**config.mk**
```make
export PLATFORM = sky130hd
export DESIGN_NAME = amo_unit
export DESIGN_NICKNAME = d
export VERILOG_FILES = /design/src/rtl/amo_pkg.sv /design/src/rtl/amo_extend.sv /design/src/rtl/amo_alu.sv /design/src/rtl/amo_lane.sv /design/src/rtl/amo_unit.sv
export SDC_FILE = /design/constraint.sdc
export NUM_CORES = 1
export LEC_CHECK = 0
export BUFFER_PORTS_ARGS = -buffer_cell sky130_fd_sc_hd__buf_4
export CAP_MARGIN = 20
export CORE_UTILIZATION = 41
export DETAILED_ROUTE_END_ITERATION = 16
export PLACE_DENSITY = 0.69
export SYNTH_ARGS = -nofsm -noshare
export SYNTH_HDL_FRONTEND = slang
export SYNTH_HIERARCHICAL = 1
export SYNTH_SLANG_ARGS = --single-unit
```
**constraint.sdc**
```tcl
create_clock -name vclk -period 14.9
set_input_delay 0.745 -clock vclk [all_inputs]
set_output_delay 0.745 -clock vclk [all_outputs]
set_load 0.005 [all_outputs]
```
**src/rtl/amo_pkg.sv**
```systemverilog
package amo_pkg;

  typedef enum logic [3:0] {
    OP_SWAP = 4'd0,
    OP_ADD  = 4'd1,
    OP_XOR  = 4'd2,
    OP_AND  = 4'd3,
    OP_OR   = 4'd4,
    OP_MIN  = 4'd5,
    OP_MAX  = 4'd6,
    OP_MINU = 4'd7,
    OP_MAXU = 4'd8
  } amo_op_e;

  typedef enum logic [1:0] {
    SZ_BYTE   = 2'b00,
    SZ_HALF   = 2'b01,
    SZ_WORD   = 2'b10,
    SZ_DOUBLE = 2'b11
  } amo_size_e;

  function automatic logic op_is_legal(logic [3:0] code);
    return code <= 4'd8;
  endfunction

  function automatic logic op_is_unsigned(logic [3:0] code);
    return (code == OP_MINU) || (code == OP_MAXU);
  endfunction

endpackage

```
**src/rtl/amo_extend.sv**
```systemverilog
module amo_extend
  import amo_pkg::*;
#(
  parameter int XLEN = 64
) (
  input  logic [XLEN-1:0] val_i,
  input  logic [1:0]      size_i,
  input  logic            zext_i,
  output logic [XLEN-1:0] val_o
);

  logic [XLEN-1:0] ext_b, ext_h, ext_w;

  assign ext_b = zext_i ? {{(XLEN-8){1'b0}}, val_i[7:0]}
                        : {{(XLEN-8){val_i[7]}}, val_i[7:0]};
  assign ext_h = zext_i ? {{(XLEN-16){1'b0}}, val_i[15:0]}
                        : {{(XLEN-16){val_i[15]}}, val_i[15:0]};

  generate
    if (XLEN > 32) begin : g_wide
      assign ext_w = zext_i ? {{(XLEN-32){1'b0}}, val_i[31:0]}
                            : {{(XLEN-32){val_i[31]}}, val_i[31:0]};
    end else begin : g_narrow
      assign ext_w = val_i;
    end
  endgenerate

  always_comb begin
    unique case (amo_size_e'(size_i))
      SZ_BYTE: val_o = ext_b;
      SZ_HALF: val_o = ext_h;
      SZ_WORD: val_o = ext_w;
      default: val_o = val_i;
    endcase
  end

  always_comb begin
    if (zext_i && size_i == SZ_BYTE) begin
      assert_zext_top_clear_R4: assert (val_o[XLEN-1] == 1'b0)
        else $error("zero extension left top bit set");
    end
    if (!zext_i && size_i == SZ_HALF) begin
      assert_sext_top_copy_R3: assert (val_o[XLEN-1] == val_i[15])
        else $error("sign extension lost sign bit");
    end
  end

endmodule

```
**src/rtl/amo_alu.sv**
```systemverilog
module amo_alu
  import amo_pkg::*;
#(
  parameter int XLEN = 64
) (
  input  logic [3:0]      op_i,
  input  logic [XLEN-1:0] opa_i,   // extended register operand
  input  logic [XLEN-1:0] opb_i,   // extended loaded value
  output logic [XLEN-1:0] res_o
);

  logic a_lt_s, a_lt_u;

  assign a_lt_s = $signed(opa_i) < $signed(opb_i);
  assign a_lt_u = opa_i < opb_i;

  always_comb begin
    unique case (amo_op_e'(op_i))
      OP_SWAP: res_o = opa_i;
      OP_ADD:  res_o = opa_i + opb_i;
      OP_XOR:  res_o = opa_i ^ opb_i;
      OP_AND:  res_o = opa_i & opb_i;
      OP_OR:   res_o = opa_i | opb_i;
      OP_MIN:  res_o = a_lt_s ? opa_i : opb_i;
      OP_MAX:  res_o = a_lt_s ? opb_i : opa_i;
      OP_MINU: res_o = a_lt_u ? opa_i : opb_i;
      OP_MAXU: res_o = a_lt_u ? opb_i : opa_i;
      default: res_o = '0;
    endcase
  end

  always_comb begin
    if (op_i >= OP_MIN && op_i <= OP_MAXU) begin
      assert_pick_operand_R3: assert (res_o == opa_i || res_o == opb_i)
        else $error("min/max result is neither operand");
    end
  end

endmodule

```
**src/rtl/amo_lane.sv**
```systemverilog
module amo_lane
  import amo_pkg::*;
#(
  parameter int XLEN = 64
) (
  input  logic [XLEN-1:0]             res_i,
  input  logic [1:0]                  size_i,
  input  logic [$clog2(XLEN/8)-1:0]   addr_lo_i,
  input  logic                        kill_i,
  output logic [XLEN-1:0]             wdata_o,
  output logic [XLEN/8-1:0]           be_o
);

  localparam int BE_W  = XLEN / 8;
  localparam int CNT_W = 4;

  logic [CNT_W-1:0] nbytes;
  logic [BE_W-1:0]  base_be;
  logic [XLEN-1:0]  keep;

  assign nbytes = CNT_W'(1) << size_i;

  genvar g;
  generate
    for (g = 0; g < BE_W; g++) begin : g_byte
      assign base_be[g]       = CNT_W'(g) < nbytes;
      assign keep[g*8 +: 8]   = {8{base_be[g]}};
    end
  endgenerate

  assign wdata_o = kill_i ? '0 : (res_i & keep) << {addr_lo_i, 3'b000};
  assign be_o    = kill_i ? '0 : base_be << addr_lo_i;

  generate
    for (g = 0; g < BE_W; g++) begin : g_chk
      always_comb begin
        if (!be_o[g]) begin
          assert_dead_lane_zero_R5: assert (wdata_o[g*8 +: 8] == 8'h00)
            else $error("data in disabled byte lane %0d", g);
        end
      end
    end
  endgenerate

endmodule

```
**src/rtl/amo_unit.sv**
```systemverilog
module amo_unit
  import amo_pkg::*;
#(
  parameter int XLEN = 64
) (
  input  logic [3:0]                op_i,
  input  logic [1:0]                width_i,
  input  logic [$clog2(XLEN/8)-1:0] addr_lo_i,
  input  logic [XLEN-1:0]           rs2_i,
  input  logic [XLEN-1:0]           load_i,
  output logic [XLEN-1:0]           wdata_o,
  output logic [XLEN/8-1:0]         be_o,
  output logic [XLEN-1:0]           rdata_o,
  output logic                      err_o
);

  localparam int AW = $clog2(XLEN/8);
  localparam logic HAS_DOUBLE = (XLEN == 64);

  logic            zext;
  logic [XLEN-1:0] opa, opb, res;

  assign zext  = op_is_unsigned(op_i);
  assign err_o = !op_is_legal(op_i) || (width_i == SZ_DOUBLE && !HAS_DOUBLE);

  amo_extend #(.XLEN(XLEN)) u_ext_rs2 (
    .val_i(rs2_i), .size_i(width_i), .zext_i(zext), .val_o(opa));
  amo_extend #(.XLEN(XLEN)) u_ext_ld (
    .val_i(load_i), .size_i(width_i), .zext_i(zext), .val_o(opb));
  // return value is sign-extended regardless of operation
  amo_extend #(.XLEN(XLEN)) u_ext_ret (
    .val_i(load_i), .size_i(width_i), .zext_i(1'b0), .val_o(rdata_o));

  amo_alu #(.XLEN(XLEN)) u_alu (
    .op_i(op_i), .opa_i(opa), .opb_i(opb), .res_o(res));

  amo_lane #(.XLEN(XLEN)) u_lane (
    .res_i(res), .size_i(width_i), .addr_lo_i(addr_lo_i), .kill_i(err_o),
    .wdata_o(wdata_o), .be_o(be_o));

  logic [3:0]    nb;
  logic [AW-1:0] align_mask;
  assign nb         = 4'd1 << width_i;
  assign align_mask = AW'(nb - 4'd1);

  always_comb begin
    if (err_o) begin
      assert_err_no_write_R8: assert (be_o == '0 && wdata_o == '0)
        else $error("write enabled on illegal request");
    end
    if (!err_o && (addr_lo_i & align_mask) == '0) begin
      assert_be_count_R6: assert ($countones(be_o) == int'(nb))
        else $error("byte enable count mismatch");
    end
    assert_ret_low_byte_R7: assert (rdata_o[7:0] == load_i[7:0])
      else $error("return low byte differs from load");
  end

endmodule

```
==> reports/qor.yml <==
hold_viol: 0
min_path_type: "input port to primary output"
n_antenna_cell: 0
critPathLaunchType: "input port"
leakage_nw: 7.092
rsz0062_at_grt: "false"
synth-warning-count: 6
setup_viol: 0
max-vdd-ir-drop_uv: 31.07
globalplace.congestion: 1.013
netlist_area_um2: 13680
route.vias.total: 17140
wirelength_um: 61270
die_x_um: 184.7
viasPerCell: 6.552
netlist_top_cells_area: "ha_1, a221o_1, o211ai_1"
grtUsageTotal_pct: 34.44
synth_top_area_cell: "ha_1"
n_clock_buffer: 0
cts_setup_buffers: 0
synth.avg_cell_area_um2: 6.488
core_area_um2: 32700
grt_pass1_vias: 15620
slew_headroom_pct: 31.81
wl_per_cell_um: 23.42
tightest_slew_ns: 1.012
fp.dieH_um: 184.7
seq_area_frac_synth_pct: 0
crit_chain: "buf_4 -> nor2b_1 -> a32o_1 -> nand4bb_1 -> buf_4 -> o211ai_1 -> inv_1 -> ha_1 -> nor4_1 -> nand4_1 -> or3_1 -> a311oi_2 -> nor3_4 -> mux2i_1 -> nand2_4 -> a221o_1 -> a222oi_1 -> o221ai_1 -> buf_4"
ctsResizeCount: 0
fin_crit_ns: 9.164
dr.pass1.iters: 6
yosysMostFrequentCell: "nand2_1"
cp_max_fo: 62
yosys-top-cells-count: "nand2_1, ha_1, o21ai_0"
place_inst: 2614
cap_violations: 0
tns_ns: 0
synth_cell_types: 81
grt_max_degree: 110
antenna_found_initial: 1
synth_cells: 2109
portBuffers: 274
crit_required_ns: 14.16
max_freq_ghz: 0.1091
synth_top_area_share_pct: 17.74
drive_gt1_share_pct: 16.61
end_kind: "primary output"
regArea_um2: 0
die-area_um2: 34110
cpPeakStageDelay_ns: 0.66
fin_nets: 2508
area_delta_synth_final_pct: 12.42
path_class: "input port to primary output"
fill_cells: 3471
seq_cells: 0
io_pins: 274
crit_slowest_cell: "nand4bb_1"
finish.instance_area_um2: 15380
dpl.hpwl_um: 46050
min_period_over_period_pct: 61.50
cp.arrival_ns: 8.42
rows: 66
gr-total-overflow: 0
drc_errors: 0
powerDensity_nw_per_um2: 54.39
path_common_cell: "buf_4"
fin_cells: 2616
grt_pass1_wl_um: 92290
drtAntennaViolNets: 0
hold_buffers: 0
drt-initial-drc-count: 1929
place_area_um2: 15330
run_status: "complete, no violations"
slew_violations: 0
initial_utilization_pct: 41.84
-- cell usage in the layout (no fill, tap or decap), types with 8 or more instances in the layout --
cell type and n:
buf_4 292, nand2_1 206, ha_1 194, o21ai_0 167
inv_1 160, a21oi_1 144, nor2_1 138, nand3_1 117
o211ai_1 112, a221o_1 88, a21o_1 42, nor3_1 35
a221oi_1 34, o21ai_1 28, o21bai_1 26, mux2i_1 26
nand4_1 21, nor2b_1 18, o221ai_1 18, mux2_2 17
a211o_1 16, xnor2_1 15, and3_1 14, and2_1 13
o21a_1 12, nand2b_1 12, o311ai_0 12, a31oi_1 11
or2_2 11, a32o_1 10, nor4_1 10, o22ai_1 10
or3_1 9, a211oi_1 9, xor2_1 9, a22oi_1 8
-- worst max-delay path, delay by kind of cell --
family | cells | cell delay, ns
AOI/OAI and AO/OA | 6 | 2.82
muxes | 1 | 0.35
adders and majority gates | 1 | 0.47
buffers and inverters | 4 | 0.98
and+or+nand+nor | 7 | 2.98
-- logic make-up after synthesis --
logic type / synth area share, %
simple gates: 22.27
buf+inv: 13.21
fa+ha+maj: 17.89
mux: 3.685
xor+xnor: 1.536
compound gates: 41.39
other cells: 0.02741
-- layer usage --
metal,wire length [µm],global-route usage (%)
met3,6626,6.185
met1,26710,48.59
met2,26250,52.88
met4,1594,9.256
met5,90,1.926
-- final cells by class --
class | instances | area, µm² | share of cell area, %
tap | 442 | 553.0 | 3.595
timing repair buffer | 296 | 2266 | 14.73
inverter | 163 | 611.8 | 3.978
multi-input combinational | 1715 | 11950 | 77.70
-- through the flow --
step / hold WS [ns] / worst slack [ns] / util [%] / power [W]
2_1_floorplan: 1.571 / 8.655 / - / 0.0005444
3_3_place_gp: 1.690 / 5.950 / 46.85 / 0.0007973
3_5_place_dp: 1.692 / 6.116 / 46.89 / 0.0008049
4_1_cts: 1.691 / 6.088 / 46.89 / 0.0008090
5_1_grt: 1.698 / 5.610 / 47.04 / 0.0008981
6_report: 1.692 / 5.736 / 47.04 / 0.0008367
-- where the power goes --
part	switching (W)	internal, W
Combinational	0.000537	0.000300
Clock	0	0
Sequential	0	0
-- worst paths after layout --
path / to / from / slack [ns] / cells after the start
setup / recovery: wdata_o[53] / op_i[2] / 5.74 / 19
hold / removal: rdata_o[2] / load_i[2] / 1.69 / 2
No activity file was read; power rests on OpenSTA's default activity.
